File: config.mk
export PLATFORM = sky130hd
export DESIGN_NAME = dbg_uart
export DESIGN_NICKNAME = d
export VERILOG_FILES = /design/src/rtl/dbg_uart_pkg.sv /design/src/rtl/dbg_uart_cmd.sv /design/src/rtl/dbg_uart_tx.sv /design/src/rtl/dbg_uart_rx.sv /design/src/rtl/dbg_uart.sv
export SDC_FILE = /design/constraint.sdc
export NUM_CORES = 1
export LEC_CHECK = 0
export BUFFER_PORTS_ARGS = -buffer_cell sky130_fd_sc_hd__buf_2
export CAP_MARGIN = 20
export CORE_UTILIZATION = 52
export CTS_CLUSTER_DIAMETER = 200
export DETAILED_ROUTE_END_ITERATION = 8
export GPL_TIMING_DRIVEN = 0
export PLACE_DENSITY = 0.8
export SLEW_MARGIN = 20
export SYNTH_ARGS = -nofsm -noshare
export SYNTH_HDL_FRONTEND = slang
export SYNTH_SLANG_ARGS = --single-unit
File: constraint.sdc
create_clock -name clk -period 1.55 [get_ports clk]
set_input_delay 0.0775 -clock clk [delete_from_list [all_inputs] [get_ports clk]]
set_output_delay 0.0775 -clock clk [all_outputs]
set_load 0.02 [all_outputs]
File: src/rtl/dbg_uart_pkg.sv
package dbg_uart_pkg;
    // Command word layout
    localparam int CMD_W       = 9;
    localparam int CMD_RX_RST  = 2;
    localparam int CMD_TX_RST  = 3;
    localparam int CMD_RX_EN   = 4;
    localparam int CMD_RX_DIS  = 5;
    localparam int CMD_TX_EN   = 6;
    localparam int CMD_TX_DIS  = 7;
    localparam int CMD_STA_CLR = 8;

    typedef enum logic [2:0] {
        FR_IDLE  = 3'd0,
        FR_START = 3'd1,
        FR_DATA  = 3'd2,
        FR_PAR   = 3'd3,
        FR_STOP  = 3'd4
    } frame_st_e;

    // Resolved per-direction command: at most one of the three is set
    typedef struct packed {
        logic rst;
        logic en;
        logic dis;
    } dir_cmd_t;
endpackage

File: src/rtl/dbg_uart_cmd.sv
module dbg_uart_cmd
    import dbg_uart_pkg::*;
(
    input  logic             we_i,
    input  logic [CMD_W-1:0] wdata_i,
    output dir_cmd_t         tx_cmd_o,
    output dir_cmd_t         rx_cmd_o,
    output logic             sta_clr_o
);
    // Reset outranks disable, disable masks enable.
    always_comb begin
        tx_cmd_o.rst = we_i & wdata_i[CMD_TX_RST];
        tx_cmd_o.dis = we_i & wdata_i[CMD_TX_DIS] & ~wdata_i[CMD_TX_RST];
        tx_cmd_o.en  = we_i & wdata_i[CMD_TX_EN]  & ~wdata_i[CMD_TX_DIS] & ~wdata_i[CMD_TX_RST];
        rx_cmd_o.rst = we_i & wdata_i[CMD_RX_RST];
        rx_cmd_o.dis = we_i & wdata_i[CMD_RX_DIS] & ~wdata_i[CMD_RX_RST];
        rx_cmd_o.en  = we_i & wdata_i[CMD_RX_EN]  & ~wdata_i[CMD_RX_DIS] & ~wdata_i[CMD_RX_RST];
        sta_clr_o    = we_i & wdata_i[CMD_STA_CLR];
    end
endmodule

File: src/rtl/dbg_uart_tx.sv
module dbg_uart_tx
    import dbg_uart_pkg::*;
#(
    parameter int DATA_W = 8,
    parameter int OSR    = 16
) (
    input  logic              clk,
    input  logic              rst_n,
    input  dir_cmd_t          cmd_i,
    input  logic              tick_i,
    input  logic              par_en_i,
    input  logic              par_odd_i,
    input  logic              wr_i,
    input  logic [DATA_W-1:0] wdata_i,
    output logic              txd_o,
    output logic              ready_o
);
    localparam int CNT_W = $clog2(OSR);
    localparam int BIT_W = $clog2(DATA_W);

    typedef struct packed {
        logic              on;
        logic              stop_pend;
        logic              hold_vld;
        logic [DATA_W-1:0] hold;
        logic [DATA_W-1:0] shft;
        logic              par_bit;
        logic              par_on;
        frame_st_e         st;
        logic [CNT_W-1:0]  tcnt;
        logic [BIT_W-1:0]  bcnt;
    } tx_state_t;

    tx_state_t q, d;

    assign ready_o = q.on & ~q.stop_pend & ~q.hold_vld;

    always_comb begin
        case (q.st)
            FR_START: txd_o = 1'b0;
            FR_DATA:  txd_o = q.shft[0];
            FR_PAR:   txd_o = q.par_bit;
            default:  txd_o = 1'b1;
        endcase
    end

    always_comb begin
        d = q;
        // Bit timing
        if (q.st != FR_IDLE && tick_i) begin
            if (q.tcnt == CNT_W'(OSR - 1)) begin
                d.tcnt = '0;
                case (q.st)
                    FR_START: begin
                        d.st   = FR_DATA;
                        d.bcnt = '0;
                    end
                    FR_DATA: begin
                        d.shft = q.shft >> 1;
                        if (q.bcnt == BIT_W'(DATA_W - 1))
                            d.st = q.par_on ? FR_PAR : FR_STOP;
                        else
                            d.bcnt = q.bcnt + 1'b1;
                    end
                    FR_PAR:  d.st = FR_STOP;
                    default: d.st = FR_IDLE;
                endcase
            end else begin
                d.tcnt = q.tcnt + 1'b1;
            end
        end
        // Launch the held byte
        if (q.st == FR_IDLE && q.hold_vld && q.on) begin
            d.st       = FR_START;
            d.shft     = q.hold;
            d.hold_vld = 1'b0;
            d.tcnt     = '0;
            d.par_on   = par_en_i;
            d.par_bit  = par_odd_i ^ (^q.hold);
        end
        // Holding register write
        if (wr_i && ready_o) begin
            d.hold     = wdata_i;
            d.hold_vld = 1'b1;
        end
        // Deferred disable completes once everything has drained
        if (q.stop_pend && q.st == FR_IDLE && !q.hold_vld) begin
            d.on        = 1'b0;
            d.stop_pend = 1'b0;
        end
        // Commands
        if (cmd_i.dis) begin
            if (d.st != FR_IDLE || d.hold_vld) d.stop_pend = 1'b1;
            else                               d.on        = 1'b0;
        end
        if (cmd_i.en) begin
            d.on        = 1'b1;
            d.stop_pend = 1'b0;
        end
        if (cmd_i.rst) begin
            d.on        = 1'b0;
            d.stop_pend = 1'b0;
            d.hold_vld  = 1'b0;
            d.st        = FR_IDLE;
            d.tcnt      = '0;
            d.bcnt      = '0;
        end
    end

    always_ff @(posedge clk) begin
        if (!rst_n) q <= '0;
        else        q <= d;
    end
endmodule

File: src/rtl/dbg_uart_rx.sv
module dbg_uart_rx
    import dbg_uart_pkg::*;
#(
    parameter int DATA_W = 8,
    parameter int OSR    = 16
) (
    input  logic              clk,
    input  logic              rst_n,
    input  dir_cmd_t          cmd_i,
    input  logic              sta_clr_i,
    input  logic              tick_i,
    input  logic              par_en_i,
    input  logic              par_odd_i,
    input  logic              rxd_i,
    input  logic              rd_i,
    output logic [DATA_W-1:0] data_o,
    output logic              ready_o,
    output logic              pe_o,
    output logic              fe_o,
    output logic              oe_o
);
    localparam int CNT_W = $clog2(OSR);
    localparam int BIT_W = $clog2(DATA_W);
    localparam int HALF  = OSR / 2;

    typedef struct packed {
        logic [1:0]        sync;
        logic              on;
        logic              stop_pend;
        frame_st_e         st;
        logic [CNT_W-1:0]  tcnt;
        logic [BIT_W-1:0]  bcnt;
        logic [DATA_W-1:0] shft;
        logic              par_on;
        logic              par_odd;
        logic              par_rx;
        logic [DATA_W-1:0] data;
        logic              ready;
        logic              pe;
        logic              fe;
        logic              oe;
    } rx_state_t;

    rx_state_t q, d;
    logic      rxs;

    assign rxs     = q.sync[1];
    assign data_o  = q.data;
    assign ready_o = q.ready;
    assign pe_o    = q.pe;
    assign fe_o    = q.fe;
    assign oe_o    = q.oe;

    always_comb begin
        d      = q;
        d.sync = {q.sync[0], rxd_i};
        if (rd_i) d.ready = 1'b0;
        if (tick_i) begin
            case (q.st)
                FR_IDLE: begin
                    if (q.on && !q.stop_pend && !rxs) begin
                        d.st      = FR_START;
                        d.tcnt    = '0;
                        d.par_on  = par_en_i;
                        d.par_odd = par_odd_i;
                    end
                end
                FR_START: begin
                    if (q.tcnt == CNT_W'(HALF - 1)) begin
                        d.tcnt = '0;
                        d.bcnt = '0;
                        d.st   = rxs ? FR_IDLE : FR_DATA;
                    end else begin
                        d.tcnt = q.tcnt + 1'b1;
                    end
                end
                default: begin
                    if (q.tcnt == CNT_W'(OSR - 1)) begin
                        d.tcnt = '0;
                        if (q.st == FR_DATA) begin
                            d.shft = {rxs, q.shft[DATA_W-1:1]};
                            if (q.bcnt == BIT_W'(DATA_W - 1))
                                d.st = q.par_on ? FR_PAR : FR_STOP;
                            else
                                d.bcnt = q.bcnt + 1'b1;
                        end else if (q.st == FR_PAR) begin
                            d.par_rx = rxs;
                            d.st     = FR_STOP;
                        end else begin
                            d.data  = q.shft;
                            d.ready = 1'b1;
                            if (q.ready && !rd_i) d.oe = 1'b1;
                            if (!rxs) d.fe = 1'b1;
                            if (q.par_on && (q.par_rx != (q.par_odd ^ (^q.shft))))
                                d.pe = 1'b1;
                            d.st = FR_IDLE;
                        end
                    end else begin
                        d.tcnt = q.tcnt + 1'b1;
                    end
                end
            endcase
        end
        // Deferred disable completes at the first idle cycle
        if (q.stop_pend && q.st == FR_IDLE) begin
            d.on        = 1'b0;
            d.stop_pend = 1'b0;
        end
        if (cmd_i.dis) begin
            if (d.st != FR_IDLE) d.stop_pend = 1'b1;
            else                 d.on        = 1'b0;
        end
        if (cmd_i.en) begin
            d.on        = 1'b1;
            d.stop_pend = 1'b0;
        end
        if (cmd_i.rst) begin
            d.on        = 1'b0;
            d.stop_pend = 1'b0;
            d.st        = FR_IDLE;
            d.tcnt      = '0;
            d.bcnt      = '0;
        end
        if (sta_clr_i) begin
            d.pe = 1'b0;
            d.fe = 1'b0;
            d.oe = 1'b0;
        end
    end

    always_ff @(posedge clk) begin
        if (!rst_n) begin
            q      <= '0;
            q.sync <= 2'b11;
        end else begin
            q <= d;
        end
    end
endmodule

File: src/rtl/dbg_uart.sv
module dbg_uart
    import dbg_uart_pkg::*;
#(
    parameter int DATA_W = 8,
    parameter int OSR    = 16
) (
    input  logic              clk,
    input  logic              rst_n,
    input  logic              cmd_we,
    input  logic [CMD_W-1:0]  cmd_wdata,
    input  logic              thr_we,
    input  logic [DATA_W-1:0] thr_wdata,
    input  logic              par_en,
    input  logic              par_odd,
    input  logic              baud_tick,
    input  logic              rxd,
    input  logic              rx_rd,
    output logic              txd,
    output logic              tx_ready,
    output logic [DATA_W-1:0] rx_data,
    output logic              rx_ready,
    output logic              par_err,
    output logic              frm_err,
    output logic              ovr_err
);
    dir_cmd_t tx_cmd, rx_cmd;
    logic     sta_clr;

    dbg_uart_cmd u_cmd (
        .we_i      (cmd_we),
        .wdata_i   (cmd_wdata),
        .tx_cmd_o  (tx_cmd),
        .rx_cmd_o  (rx_cmd),
        .sta_clr_o (sta_clr)
    );

    dbg_uart_tx #(.DATA_W(DATA_W), .OSR(OSR)) u_tx (
        .clk       (clk),
        .rst_n     (rst_n),
        .cmd_i     (tx_cmd),
        .tick_i    (baud_tick),
        .par_en_i  (par_en),
        .par_odd_i (par_odd),
        .wr_i      (thr_we),
        .wdata_i   (thr_wdata),
        .txd_o     (txd),
        .ready_o   (tx_ready)
    );

    dbg_uart_rx #(.DATA_W(DATA_W), .OSR(OSR)) u_rx (
        .clk       (clk),
        .rst_n     (rst_n),
        .cmd_i     (rx_cmd),
        .sta_clr_i (sta_clr),
        .tick_i    (baud_tick),
        .par_en_i  (par_en),
        .par_odd_i (par_odd),
        .rxd_i     (rxd),
        .rd_i      (rx_rd),
        .data_o    (rx_data),
        .ready_o   (rx_ready),
        .pe_o      (par_err),
        .fe_o      (frm_err),
        .oe_o      (ovr_err)
    );
endmodule

==> flow_summary.yaml <==
outcome:
  status: "finished, violations left"
  violations: "negative setup slack"
setup_path:
  end_kind: "flop"
  crit-reg2reg-launch: "u_tx.q[0]$_SDFFE_PP0P_"
  path_class: "reg -> reg"
  critPathRequiredTime_ps: 1770
  regToRegSetupSlack_ps: -170
  worstPathMaxFanout: 6
  rr_endpoint: "u_tx.q[0]$_SDFFE_PP0P_"
  start_kind: "flop"
  startpoint: "u_tx.q[0]$_SDFFE_PP0P_"
  crit_end: "u_tx.q[0]$_SDFFE_PP0P_"
  arrival_ps: 1940
  ff2ff_path_depth: 6
sta:
  max-slew-margin-rel_pct: 67.6
  worst_pin_slew_ps: 484
  whs_ps: 31.2
  skew_ps: 6.09
  rsz0062_at_grt: "yes"
  timing.fmax_ghz: 0.581
  fin_crit_ps: 1720
  finalCritPeriodShare_pct: 111
  setup_viol: 10
  slew_violations: 0
  finalHoldViolations: 0
  fin_ws_ps: -170
cts:
  htreeDepth: 3
  cts_tree: "done"
  clock_sinks: 68
  cts_made_buffers: 9
  root_buffer: "clkbuf_8"
  clk_latency_ps: 340
  clk_pin_slew_ps: 70
  clk_path_buf_depth: 2
floorplanning:
  dieArea_um2: 6910
  die_w_um: 83.2
  start_util_pct: 53.9
  coreArea_um2: 6350
  rows: 29
  io_pins: 40
  die_h_um: 83.2
run:
  maxCapViolations: 0
route:
  drt-initial-drc-count: 180
  detail-route-antenna-nets: 0
  vias: 3017
  drcViolationCount: 0
  wl_mm: 8.28
  dr.pass1.iters: 5
  routedWlPerCell_um: 15.4
  post_drt_via_cell_ratio: 5.60
final_layout:
  syn_to_final_growth_pct: 29.2
  nets: 489
  fillers: 464
  final_layout_size_suffix_gt1_share_pct: 32.0
  diodes: 0
synth:
  synth_compound_area_share_pct: 16.0
  yosysWarnings: 0
  synthSimpleGateAreaFrac_pct: 26.7
  synthTopCellsByArea: "dfxtp_1 40%, nand2_1 6.8%, mux2i_1 4.1%"
  synth_area_um2: 3420
  synthMuxAreaShare_pct: 4.09
  synth_xor_area_share_pct: 5.66
  synth_edf_count: 0
  seq_area_frac_synth_pct: 39.8
  synthAdderAreaFrac_pct: 2.19
  synth_top_family_by_area: "simple AND/OR/NAND/NOR gates"
  synth.distinct_cells: 59
  synth.top_cell.area_share_pct: 39.8
  ys.flop_type: "dfxtp_1"
  synth_area_leader_cell: "dfxtp_1"
  yosysMostFrequentCell: "dfxtp_1"
  synthesis.instances: 385
  synthArstFlopShare_pct: 0
  ys_ff_latch: 68
  synth_common_cells: "68 x dfxtp_1, 62 x nand2_1, 26 x nor2_1"
  synth.avg_cell_area_um2: 8.89
  syn-num-nets: 417
power:
  power_mw: 3.20
  p_per_area_nw_per_um2: 724
  power_leakage_nw: 1.86
  irDropWorstVdd_v: 0.000538
grt:
  grtUsageTotal_pct: 22.9
  grt_max_degree: 12
  grt_pass1_vias: 2834
  grt.overflow.total: 0
  grt_pass1_wl_mm: 12.9
  antenna_found_initial: 0
worst_hold_path:
  hold_class: "in -> reg"
placement:
  hpwl_mm: 5.04
  numPortBuffers: 35
  gp_congestion: 0.838
-- routing by layer --
| layer | routed length, um | track usage (%) | vias to the layer above |
|---|---|---|---|
| met4 | 125 | 8.78 | 0 |
| met3 | 422 | 5.57 | 14 |
| met2 | 3980 | 36.9 | 94 |
| met5 | 0 | 0 | - |
| met1 | 3750 | 29.8 | 1428 |
| li1 | - | - | 1481 |
-- power breakdown --
group          switching (mW)  internal (mW)
sequential            0.00796           1.75
clock                   0.661          0.620
combinational          0.0853         0.0760
-- sequential cells by signal (all words and copies together) (netlist names) --
name,flops
u_rx.pe_o,1
u_tx.q,31
u_rx.ready_o,1
u_rx.oe_o,1
u_rx.fe_o,1
u_rx.q,24
u_rx.data_o,8
u_rx.d,1
-- final cells by class --
type / count / area (um^2) / share of cell area, %
multi-input combinational: 285 / 2160 / 48.9
sequential: 68 / 1380 / 31.2
timing repair buffer: 62 / 405 / 9.16
buffer: 27 / 194 / 4.38
clock buffer: 12 / 145 / 3.28
tap: 77 / 96.3 / 2.18
clock inverter: 4 / 25.0 / 0.566
inverter: 4 / 15.0 / 0.339
-- cells by family after synthesis --
family                     after synthesis
xor gates and xnor gates                19
and+or+nand+nor                        176
AOI/OAI and AO/OA                       70
buffers and inverters                   32
adders and majority gates                6
muxes                                   14
DFF                                     68
-- per-stage QoR --
stage	setup slack (ps)	area, um^2	std cells	util [%]	TNS (ps)
after floorplan	-22.5	3480	385	-	-65.5
after global placement	-154	3750	497	59.0	-1340
after detailed placement	-192	3750	497	59.0	-2270
after CTS	-122	4180	528	65.8	-424
after global routing	-222	4420	539	69.7	-1810
final	-170	4420	539	69.7	-713
-- worst min path at each step --
stage | end | cells past startpoint | slack, ps | start
2_1_floorplan | u_rx.d[36]$_SDFF_PN1_ | 1 | 180 | rxd
3_3_place_gp | u_rx.d[36]$_SDFF_PN1_ | 2 | 260 | rxd
3_5_place_dp | u_rx.d[36]$_SDFF_PN1_ | 2 | 270 | rxd
4_1_cts | u_tx.q[20]$_SDFFE_PN0P_ | 3 | 10 | thr_wdata[0]
5_1_grt | u_tx.q[20]$_SDFFE_PN0P_ | 3 | 20 | thr_wdata[0]
6_report | u_rx.q[14]$_SDFFE_PN0P_ | 3 | 30 | par_en
-- critical path, cell delays in order, from the launching register on --
cell	delay, ps
dfxtp_2	340
ha_4	160
ha_4	150
or3b_4	380
a211oi_4	320
nand2b_1	190
a21oi_2	60
-- placed cells by master, fill, tap and decap left out, drive strengths merged, types with 3 or more instances in the layout --
master       instances
buf                 74
dfxtp               68
nand2               63
nor2                26
nand3               26
a21boi              22
clkbuf              19
a21oi               15
mux2i               14
nor2b               14
xnor2               12
nand2b               9
dlygate4sd3          8
o211a                7
ha                   6
nor3                 6
xor2                 5
nand4                5
a31oi                4
inv                  4
and2                 4
o21ai                4
nand3b               3
a311oi               3
nor3b                3
or3                  3
and3                 3
o211ai               3
nor4                 3
-- timing repair --
action / in CTS / in global routing
pin swaps: 20 / 20
buffers inserted: 7 / 12
hold buffers: 8 / 0
setup endpoints to repair: 31 / 46
hold endpoints to repair: 8 / 0
resized for setup: 29 / 41
(Power assumes the default switching activity.)
